`src/rtl/prng_shift5.sv`:
```
module prng_shift5 #(
  parameter int WIDTH = 5,
  parameter logic [WIDTH-1:0] TAP_MASK = 5'b00101,
  parameter logic [WIDTH-1:0] SEED = 5'b00001
) (
  input  logic             clk,
  input  logic             rst,
  input  logic             en,
  input  logic             load,
  input  logic [WIDTH-1:0] load_value,
  output logic [WIDTH-1:0] state,
  output logic             bit_out
);
  localparam logic [WIDTH-1:0] SAFE_FILL = WIDTH'(1);

  logic [WIDTH-1:0] sr;
  logic             feedback;
  logic [WIDTH-1:0] fill;

  assign feedback = ^(sr & TAP_MASK);
  assign fill     = (load_value == '0) ? SAFE_FILL : load_value;

  always_ff @(posedge clk) begin
    if (rst)
      sr <= SEED;
    else if (load)
      sr <= fill;
    else if (en)
      sr <= {feedback, sr[WIDTH-1:1]};
  end

  assign state   = sr;
  assign bit_out = sr[0];
endmodule


```
`config.mk`:
```
export PLATFORM = sky130hd
export DESIGN_NAME = prng_shift5
export DESIGN_NICKNAME = d
export VERILOG_FILES = /design/src/rtl/prng_shift5.sv
export SDC_FILE = /design/constraint.sdc
export NUM_CORES = 1
export LEC_CHECK = 0
export ABC_CLOCK_PERIOD_IN_PS = 1250
export BUFFER_PORTS_ARGS = -buffer_cell sky130_fd_sc_hd__clkbuf_2
export CORE_AREA = 2 2 39 41
export CTS_BUF_LIST = sky130_fd_sc_hd__clkbuf_2
export CTS_CLUSTER_DIAMETER = 40
export CTS_CLUSTER_SIZE = 12
export DETAILED_ROUTE_END_ITERATION = 7
export DIE_AREA = 0 0 41 43
export SETUP_SLACK_MARGIN = 0.15
export SYNTH_ARGS = -nofsm -noshare
export SYNTH_HDL_FRONTEND = slang
export SYNTH_SLANG_ARGS = --single-unit
```
`constraint.sdc`:
```
create_clock -name clk -period 1.25 [get_ports clk]
set_input_delay 0.1875 -clock clk [delete_from_list [all_inputs] [get_ports clk]]
set_output_delay 0.1875 -clock clk [all_outputs]
set_load 0.02 [all_outputs]
```
After elaboration in Yosys (flattened, before gate mapping)
Cells that the tools add are included.
{"block": "word_totals", "out_inout_bits": 6, "in_bits": 9, "register_bits": 5}
{"block": "op_classes", "reduce_logical": 3, "n_mux": 3}
{"operator": "$mux W5", "count": 3}
{"operator": "$logic_not A5 Y1", "count": 1}
{"operator": "$reduce_xor A5 Y1", "count": 1}
{"operator": "$reduce_bool A2 Y1", "count": 1}

Longest topological paths before layout
Gate-level depths: netlist of the first run.
{"block": "depth", "depth_word": 3, "mapped_depth": 3, "ltp_nobuf": 2}

Worst setup path before layout of the first run
OpenSTA, ideal clock, no wires.
{"block": "synth_path", "path_type": "flip-flop to flip-flop", "start": "register state[4] (netlist name)", "end": "register sr[4], in the netlist state[4]", "path_slack_ns": 0.229, "arrival_ns": 0.939, "required_time_ns": 1.168, "path_stages_with_launch": 3, "path_cell_list": "dfxtp_1 or4b_1 o221ai_1"}
{"element": "end signal: assignment", "line": "27", "text": "sr <= fill;"}
{"element": "end signal: assignment", "line": "29", "text": "sr <= {feedback, sr[WIDTH-1:1]};"}
{"element": "end: declaration", "line": "16", "text": "logic [WIDTH-1:0] sr;"}

Final worst setup path of the first run
{"block": "layout_path", "start": "register sr[2], in the netlist state[2]", "end": "output port state[2]"}
{"element": "end: declaration", "line": "11", "text": "output logic [WIDTH-1:0] state,"}
No word-level cell between the ends.

==> results.toml, run 1 <==
[status]
status = "finished clean"

[clocking]
clkTransAtPathRegs_ns = 0.06
cts_max_level = 1
clockRootBuffer = "clkbuf_2"
cts_max_path_buffers = 2
post_cts_buffers = 0
cts_sinks = 5
hold_buffers = 0
cts_tree = "built"
cts_resized = 0
numCtsBuffers = 3
clk_latency_ns = 0.23

[cells_and_area]
n_antenna_cell = 0
largest_register_ffs = 5
postLayoutCoreUtil_pct = 26.1
area_growth_pct = 33.8
mostFrequentLayoutCells = "18 x clkbuf_2, 5 x dfxtp_1, 4 x mux2i_1"
drive_gt1_share_pct = 41.9
fin_nets = 53
final_area_sq_um = 362
layout_commonest_cell = "clkbuf_2"
final_cell_count_no_fill = 59

[worst_setup_path]
worstSetupPathType = "flop to output pin"
r2r_end = "state[4]"
worstPathRequired_ns = 1.06
cp-start-kind = "flop"
max_stage_delay_ns = 0.39
cp-end-kind = "output pin"
slowest_stage = "dfxtp_1"
r2r_setup_slack_ns = 0.32
path_buf_inv = 1
r2r_cells = 2
cp_cell_sequence = "clkbuf_2"
worstPathArrival_ns = 0.81
worstReg2RegStart = "state[4]"
critPathMaxFanout = 4
critPathTopFamily = "flip-flops"

[synthesis]
syn_avg_cell_area_sq_um = 10.0
synth_area_leaders = "dfxtp_1 37%, mux2i_1 15%, a211oi_1 8.3%"
synth_top_area_share_pct = 37.0
synth_top_area_cell = "dfxtp_1"
ys_seq_area_share_pct = 37.0
postSynthCellCount = 27
synthesis.nets = 36
synth_area_sq_um = 270
synth.distinct_cells = 16
ys_ff_latch = 5
yosys_warnings = 0

[timing]
rsz0062_at_grt = "false"
min_period_over_period_pct = 79.5
slew_violations = 0
tns_ns = 0
hold_viol = 0
setup_viol = 0
fin_crit_ns = 0.993
whs_ns = 0.239
slew_headroom_pct = 87.4
max_freq_mhz = 1010
tightest_slew_ns = 0.187
skew_ns = 0.00215

[routing]
postRouteAntennaNets = 0
vias_per_cell = 4.54
first_iter_violations = 4
firstDrtPassIters = 4
wl_per_cell_microns = 10.4
wl_microns = 616
via_count = 268
drc_errors = 0

[power_and_ir_drop]
ir_drop_mv = 0.300
p_comb_share_pct = 20.8
p_sw_share_pct = 31.0
power_frac_seq_pct = 42.6
p_switching_w = 0.000133
internal_power_w = 0.000297
p_per_area_nw_per_um2 = 1190
clkPwrFrac_pct = 36.6
p_leak_nw = 0.171

[min_path]
min-delay-start = "rst"
hold-path-cell-count = 2
hold_class = "input pin to flop"
min_to = "state[3]"

[placed_design]
dpl-instance-area_sq_um = 342
port_buffers = 14
gp_congestion = 0.762
place_inst = 55
dp_hpwl_microns = 507

[job]
cap_violations = 0

[grt]
grt_pass1_vias = 258
grt_pass1_wl_microns = 1010
grt_start_max_net_pins = 10
grt_antenna_before_repair = 0
gr-total-overflow = 0
grt.total_usage_pct = 9.36

[floorplanning]
die_h_microns = 43
rows = 14
die_width_microns = 41
start_util_pct = 19.5
core_sq_um = 1380
io_pins = 15
dieArea_sq_um = 1760
## per-stage QoR
step | worst slack, ns | power (W)
final | 0.257 | 0.000430
after global routing | 0.203 | 0.000464
after CTS | 0.234 | 0.000443
after detailed placement | 0.223 | 0.000278
after global placement | 0.235 | 0.000277
after floorplan | 0.229 | 0.000245
## synth_stat cells
library cell and count:
nor2b_1 3, or4b_1 1, or3b_1 1, buf_4 1
xnor2_1 1, buf_6 1, or4_1 1, nor3b_1 1
o221ai_1 1, a22oi_1 1, mux2i_1 4, a211oi_1 3
nor2_1 1, inv_1 1, nand2_1 1, dfxtp_1 5
## worst max path at each step
stage              from       end  slack [ns]  depth (start not counted)
3_3_place_gp       load  state[4]        0.24                          3
4_1_cts        state[2]  state[2]        0.23                          1
3_5_place_dp       load  state[4]        0.22                          3
6_report       state[2]  state[2]        0.26                          1
5_1_grt        state[2]  state[2]        0.20                          1
2_1_floorplan  state[4]  state[4]        0.23                          2
## routing by layer
metal	track usage, %	vias to the layer above	wire, microns
met5	0	-	0
met1	10.0	120	265
met2	11.9	13	284
met3	3.14	2	46
met4	12.0	0	19
li1	-	133	-
## cell type report
type / count / area [sq um]
Fill cell: 163 / 1020
Multi-Input combinational cell: 19 / 148
Sequential cell: 5 / 100
Timing Repair Buffer: 14 / 70.1
Clock buffer: 4 / 20.0
Tap cell: 16 / 20.0
Inverter: 1 / 3.75
## kinds of logic (layout without fill, tap and decap cells)
logic type / count (synthesis) / after routing / synth area share [%]
AOI/OAI and AO/OA: 5 / 5 / 14.4
xor gates and xnor gates: 1 / 1 / 3.24
buffers and inverters: 3 / 19 / 8.33
DFF: 5 / 5 / 37.0
muxes: 4 / 4 / 14.8
and+or+nand+nor: 9 / 9 / 22.2
## power groups by stage
stage	clock network [W]	logic, W	registers, W
2_1_floorplan	0	0.0000434	0.000202
3_3_place_gp	0	0.0000898	0.000187
3_5_place_dp	0	0.0000910	0.000187
4_1_cts	0.000168	0.0000914	0.000184
5_1_grt	0.000178	0.0000995	0.000186
6_report	0.000157	0.0000896	0.000183
(Power assumes the default switching activity.)
==> run 2: changes to the inputs <==
--- a/config.mk
+++ b/config.mk
@@ -5,7 +5,7 @@
 export SDC_FILE = /design/constraint.sdc
 export NUM_CORES = 1
 export LEC_CHECK = 0
-export ABC_CLOCK_PERIOD_IN_PS = 1250
+export ABC_CLOCK_PERIOD_IN_PS = 850
 export BUFFER_PORTS_ARGS = -buffer_cell sky130_fd_sc_hd__clkbuf_2
 export CORE_AREA = 2 2 39 41
 export CTS_BUF_LIST = sky130_fd_sc_hd__clkbuf_2
==> constraint.sdc (replaced) <==
create_clock -name clk -period 0.85 [get_ports clk]
set_input_delay 0.1275 -clock clk [delete_from_list [all_inputs] [get_ports clk]]
set_output_delay 0.1275 -clock clk [all_outputs]
set_load 0.02 [all_outputs]
==> run 2 against run 1 <==
The flow now finishes with violations (negative setup slack). Non-clock buffer count grew 11. Critical path depth grew 1. Wire length grew 8.6%. Design area grew 49%. Global-route usage grew 1.2 points. Flip-flop and latch count is the same. Core utilization grew 13 points.
==> results.toml, run 2 (synthesis results as in run 1) <==
[status]
status = "finished, violations left"
failed_checks = "negative setup slack"

[placed_design]
place_ws_ns = -0.0898
dp_hpwl_microns = 552
gp_congestion = 0.679
port_buffers = 14

[clocking]
cts_sinks = 5
clockRootBuffer = "clkbuf_2"
cts_tree = "built"
clk_latency_ns = 0.22
cts_max_level = 1
cts_max_path_buffers = 2
numCtsBuffers = 3
clkTransAtPathRegs_ns = 0.06

[routing]
firstDrtPassIters = 2
first_iter_violations = 3
wl_per_cell_microns = 9.56
drc_errors = 0
postRouteAntennaNets = 0
via_count = 292
wl_microns = 669
vias_per_cell = 4.17

[timing]
setup_viol = 3
tightest_slew_ns = 0.194
slew_headroom_pct = 87.0
slew_violations = 0
tns_ns = -0.186
max_freq_mhz = 1090
min_period_over_period_pct = 108
fin_crit_ns = 0.920
fin_ws_ns = -0.0699
skew_ns = 0.00452
rsz0062_at_grt = "true"
whs_ns = 0.182
hold_viol = 0

[worst_setup_path]
cp-start-kind = "flop"
worstPathRequired_ns = 0.99
critPathMaxFanout = 2
worstSetupPathType = "flop to flop"
cp-end-kind = "flop"
worstPathArrival_ns = 1.06

[cells_and_area]
area_growth_pct = 99.1
largest_register_ffs = 5
fin_nets = 64
regArea_sq_um = 119
drive_gt1_share_pct = 63.0
multi_input_area_sq_um = 148
n_fill_cell = 144
layout_commonest_cell = "clkbuf_2"
n_antenna_cell = 0
mostFrequentLayoutCells = "12 x clkbuf_2, 7 x buf_4, 6 x buf_8"

[grt]
grt_pass1_vias = 265
met3_usage_pct = 6.28
grt_antenna_before_repair = 0
grtUsageMet2_pct = 12.2
grt.total_usage_pct = 10.5
grt_start_max_net_pins = 7
grt_pass1_wl_microns = 1120
busiest_layer = "met1"
grt_use_met1_pct = 12.5
gr-total-overflow = 0

[floorplanning]
start_util_pct = 19.5
die_h_microns = 43
rows = 14
io_pins = 15
core_sq_um = 1380
die_width_microns = 41
dieArea_sq_um = 1760

[job]
cap_violations = 0

[power_and_ir_drop]
p_leak_nw = 0.251
ir_drop_mv = 0.462
p_per_area_nw_per_um2 = 1370
power.total_w = 0.000735

[min_path]
hold_class = "input pin to flop"
==> run 2: cell count changes in the layout (fill, tap and decap cells not counted) <==
cell / previous run / this run
buf_6: 0 / 4
buf_8: 0 / 6
dfxtp_4: 0 / 5
dfxtp_1: 5 / 0
buf_4: 0 / 7
clkbuf_2: 18 / 12
==> run 2: path summary, 6_finish.rpt <==
check | startpoint | endpoint | slack [ns] | cells after the start
hold reg to reg | state[2] | state[4] | 0.61 | 2
setup / recovery | state[4] | state[4] | -0.07 | 2
setup reg to reg | state[4] | state[4] | -0.07 | 2
hold / removal | load_value[2] | state[0] | 0.18 | 3
==> run 2: critical path, cell delays in order (launching register included) <==
cell	delay [ns]
dfxtp_4	0.34
or4b_1	0.42
o221ai_1	0.07
==> run 2: cell type report <==
class / instances / area share (%)
sequential: 5 / 22.1
tap: 16 / 3.72
inverter: 1 / 0.698
multi-input combinational: 19 / 27.4
clock buffer: 4 / 3.72
timing repair buffer: 25 / 42.3
==> run 2: stage by stage <==
step | instances | cell area, sq um | util, %
6_report | 70 | 538 | 38.9
5_1_grt | 70 | 538 | 38.9
4_1_cts | 70 | 520 | 37.6
3_5_place_dp | 61 | 403 | 29.1
3_3_place_gp | 61 | 403 | 29.1
2_1_floorplan | 27 | 287 | -
==> run 2: layer usage <==
| metal | routed length (microns) | part of all wire, % | vias to the layer above |
|---|---|---|---|
| met5 | 0 | 0 | - |
| met4 | 8 | 1.2 | 0 |
| met3 | 36 | 5.4 | 2 |
| met2 | 314 | 47 | 11 |
| met1 | 309 | 46 | 122 |
| li1 | - | - | 157 |
==> run 2: where the power goes <==
| part | internal (W) | switching [W] |
|---|---|---|
| clock | 0.000125 | 0.0000974 |
| combinational | 0.000151 | 0.0000884 |
| sequential | 0.000252 | 0.0000213 |
==> run 2: timing repair <==
| action | in CTS | in global routing |
|---|---|---|
| setup buffers | 5 | 0 |
| gates resized for setup | 13 | 9 |
| endpoints found under the setup margin | 11 | 11 |
| pin swaps | 1 | 2 |
| hold buffers | 0 | 0 |
==> run 3: changes to the inputs <==
--- a/config.mk
+++ b/config.mk
@@ -7,12 +7,15 @@
 export LEC_CHECK = 0
 export ABC_CLOCK_PERIOD_IN_PS = 850
 export BUFFER_PORTS_ARGS = -buffer_cell sky130_fd_sc_hd__clkbuf_2
+export CELL_PAD_IN_SITES_DETAIL_PLACEMENT = 1
+export CELL_PAD_IN_SITES_GLOBAL_PLACEMENT = 1
 export CORE_AREA = 2 2 39 41
 export CTS_BUF_LIST = sky130_fd_sc_hd__clkbuf_2
 export CTS_CLUSTER_DIAMETER = 40
 export CTS_CLUSTER_SIZE = 12
 export DETAILED_ROUTE_END_ITERATION = 7
 export DIE_AREA = 0 0 41 43
+export PLACE_DENSITY_LB_ADDON = 0.1
 export SETUP_SLACK_MARGIN = 0.15
 export SYNTH_ARGS = -nofsm -noshare
 export SYNTH_HDL_FRONTEND = slang
==> run 3 against run 2 <==
The run still ends with negative setup slack left. Clock-buffer cell count unchanged. Non-clock buffer count shrank 4. Wire length up 24%. Die area unchanged. Global-route usage increased by 1.2 points. Design area is 5.1% lower. Flip-flop and latch count unchanged. Power fell by 2.8%. Sequential power about the same. Register-to-register slack worse by 0.02 ns.
==> results.toml, run 3 (synthesis results as in run 1) <==
[power_and_ir_drop]
ir_drop_mv = 0.548
power.total_w = 0.000714
p_leak_nw = 0.230
p_per_area_nw_per_um2 = 1400

[timing]
whs_ns = 0.204
slew_headroom_pct = 84.2
tightest_slew_ns = 0.237
fin_ws_ns = -0.0910
max_freq_mhz = 1060
slew_violations = 0
rsz0062_at_grt = "true"
hold_viol = 0
skew_ns = 0.00137
min_period_over_period_pct = 111
fin_crit_ns = 0.941
setup_viol = 3

[worst_setup_path]
crit_top_cell = "buf_6"
worstPathArrival_ns = 1.03
cp_cell_sequence = "buf_6 > buf_6 > mux2i_1 > a211oi_2"
path_buf_inv = 2
critPathMaxFanout = 2
r2r_end = "state[3]"
r2r_setup_slack_ns = -0.09
r2r_cells = 4
worstPathRequired_ns = 0.94
worstSetupPathType = "flop to flop"
critPathTopFamily = "flip-flops"
worstReg2RegStart = "state[4]"
cp-end-kind = "flop"
slowest_stage = "dfxtp_4"
max_stage_delay_ns = 0.34
cp-start-kind = "flop"

[routing]
via_count = 292
postRouteAntennaNets = 0
firstDrtPassIters = 1
wl_per_cell_microns = 12.6
vias_per_cell = 4.42
first_iter_violations = 0
wl_microns = 830
drc_errors = 0

[clocking]
clockRootBuffer = "clkbuf_2"
cts_sinks = 5
numCtsBuffers = 3
cts_max_level = 1
cts_tree = "built"
clkTransAtPathRegs_ns = 0.05
hold_buffers = 0
clk_latency_ns = 0.21
cts_max_path_buffers = 2

[placed_design]
place_ws_ns = -0.143
place_inst = 61
gp_congestion = 0.694
port_buffers = 14
dpl-instance-area_sq_um = 403

[cells_and_area]
area_growth_pct = 88.9
final_cell_count_no_fill = 66
n_antenna_cell = 0
layout_commonest_cell = "clkbuf_2"
final_area_sq_um = 510
drive_gt1_share_pct = 64.0
fin_nets = 60
largest_register_ffs = 5
mostFrequentLayoutCells = "12 x clkbuf_2, 6 x buf_8, 5 x buf_4, 5 x dfxtp_4, 4 x mux2i_1"

[floorplanning]
io_pins = 15
core_sq_um = 1380
rows = 14
start_util_pct = 19.5
dieArea_sq_um = 1760
die_h_microns = 43
die_width_microns = 41

[grt]
gr-total-overflow = 0
grt_start_max_net_pins = 8
grt_pass1_vias = 292
grt_pass1_wl_microns = 1250
grt_antenna_before_repair = 0
grt.total_usage_pct = 11.7

[min_path]
hold-path-cell-count = 3
hold_class = "input pin to flop"
min-delay-start = "load_value[1]"
min_to = "state[1]"

[job]
cap_violations = 0

[status]
failed_checks = "negative setup slack"
status = "finished, violations left"
run 3: changes by cell type in the layout (fill, tap and decap cells not counted):
| cell | before | now |
|---|---|---|
| a22oi_2 | 0 | 1 |
| buf_6 | 4 | 2 |
| a22oi_1 | 1 | 0 |
| a211oi_1 | 3 | 2 |
| a211oi_2 | 0 | 1 |
| buf_4 | 7 | 5 |
run 3: metrics by stage:
step	TNS, ns	utilization, %
global placement	-0.159	29.1
finish	-0.221	36.9
global route	-0.371	36.9
CTS	-0.260	35.4
floorplan	-0.0915	-
detailed placement	-0.221	29.1
run 3: worst register-to-register path, cell delays in order, from the launching register on:
cell and delay [ns]:
dfxtp_4 0.34, buf_6 0.11, buf_6 0.10, mux2i_1 0.18
a211oi_2 0.10
run 3: where the power goes:
part / switching, W / internal, W / total, W / leakage, nW
registers: 0.0000239 / 0.000252 / 0.000276 / 0.0441
clock network: 0.0000898 / 0.000124 / 0.000214 / 0.0166
logic: 0.0000901 / 0.000133 / 0.000223 / 0.169
total: 0.000204 / 0.000510 / 0.000714 / 0.230
run 3: how the worst max path moves through the flow:
| stage | startpoint | end | slack, ns | depth (start not counted) |
|---|---|---|---|---|
| 2_1_floorplan | state[4] | state[4] | -0.09 | 2 |
| 3_3_place_gp | load_value[1] | state[0] | -0.09 | 3 |
| 3_5_place_dp | load_value[1] | state[0] | -0.14 | 3 |
| 4_1_cts | state[4] | state[4] | -0.09 | 2 |
| 5_1_grt | state[4] | state[3] | -0.11 | 4 |
| 6_report | state[4] | state[3] | -0.09 | 4 |
run 3: what timing repair did:
item | CTS | global route
setup buffers | 1 | 0
setup endpoints to repair | 11 | 11
gates resized for setup | 13 | 9
pin swaps | 0 | 1
hold endpoints to repair | 0 | 0
cloned | 0 | 0
run 3: final cells by class:
type | count | area (sq um)
well taps | 16 | 20.0
flip-flops and latches | 5 | 119
clock buffers | 4 | 20.0
repair buffers | 21 | 190
fillers | 162 | 873
multi-input cells | 19 | 158
inverters | 1 | 3.75
run 3: routing by layer:
metal	routed length (microns)	track usage (%)
met2	451	17.5
met1	313	11.9
met3	51	6.28
met5	0	0
met4	14	8.00
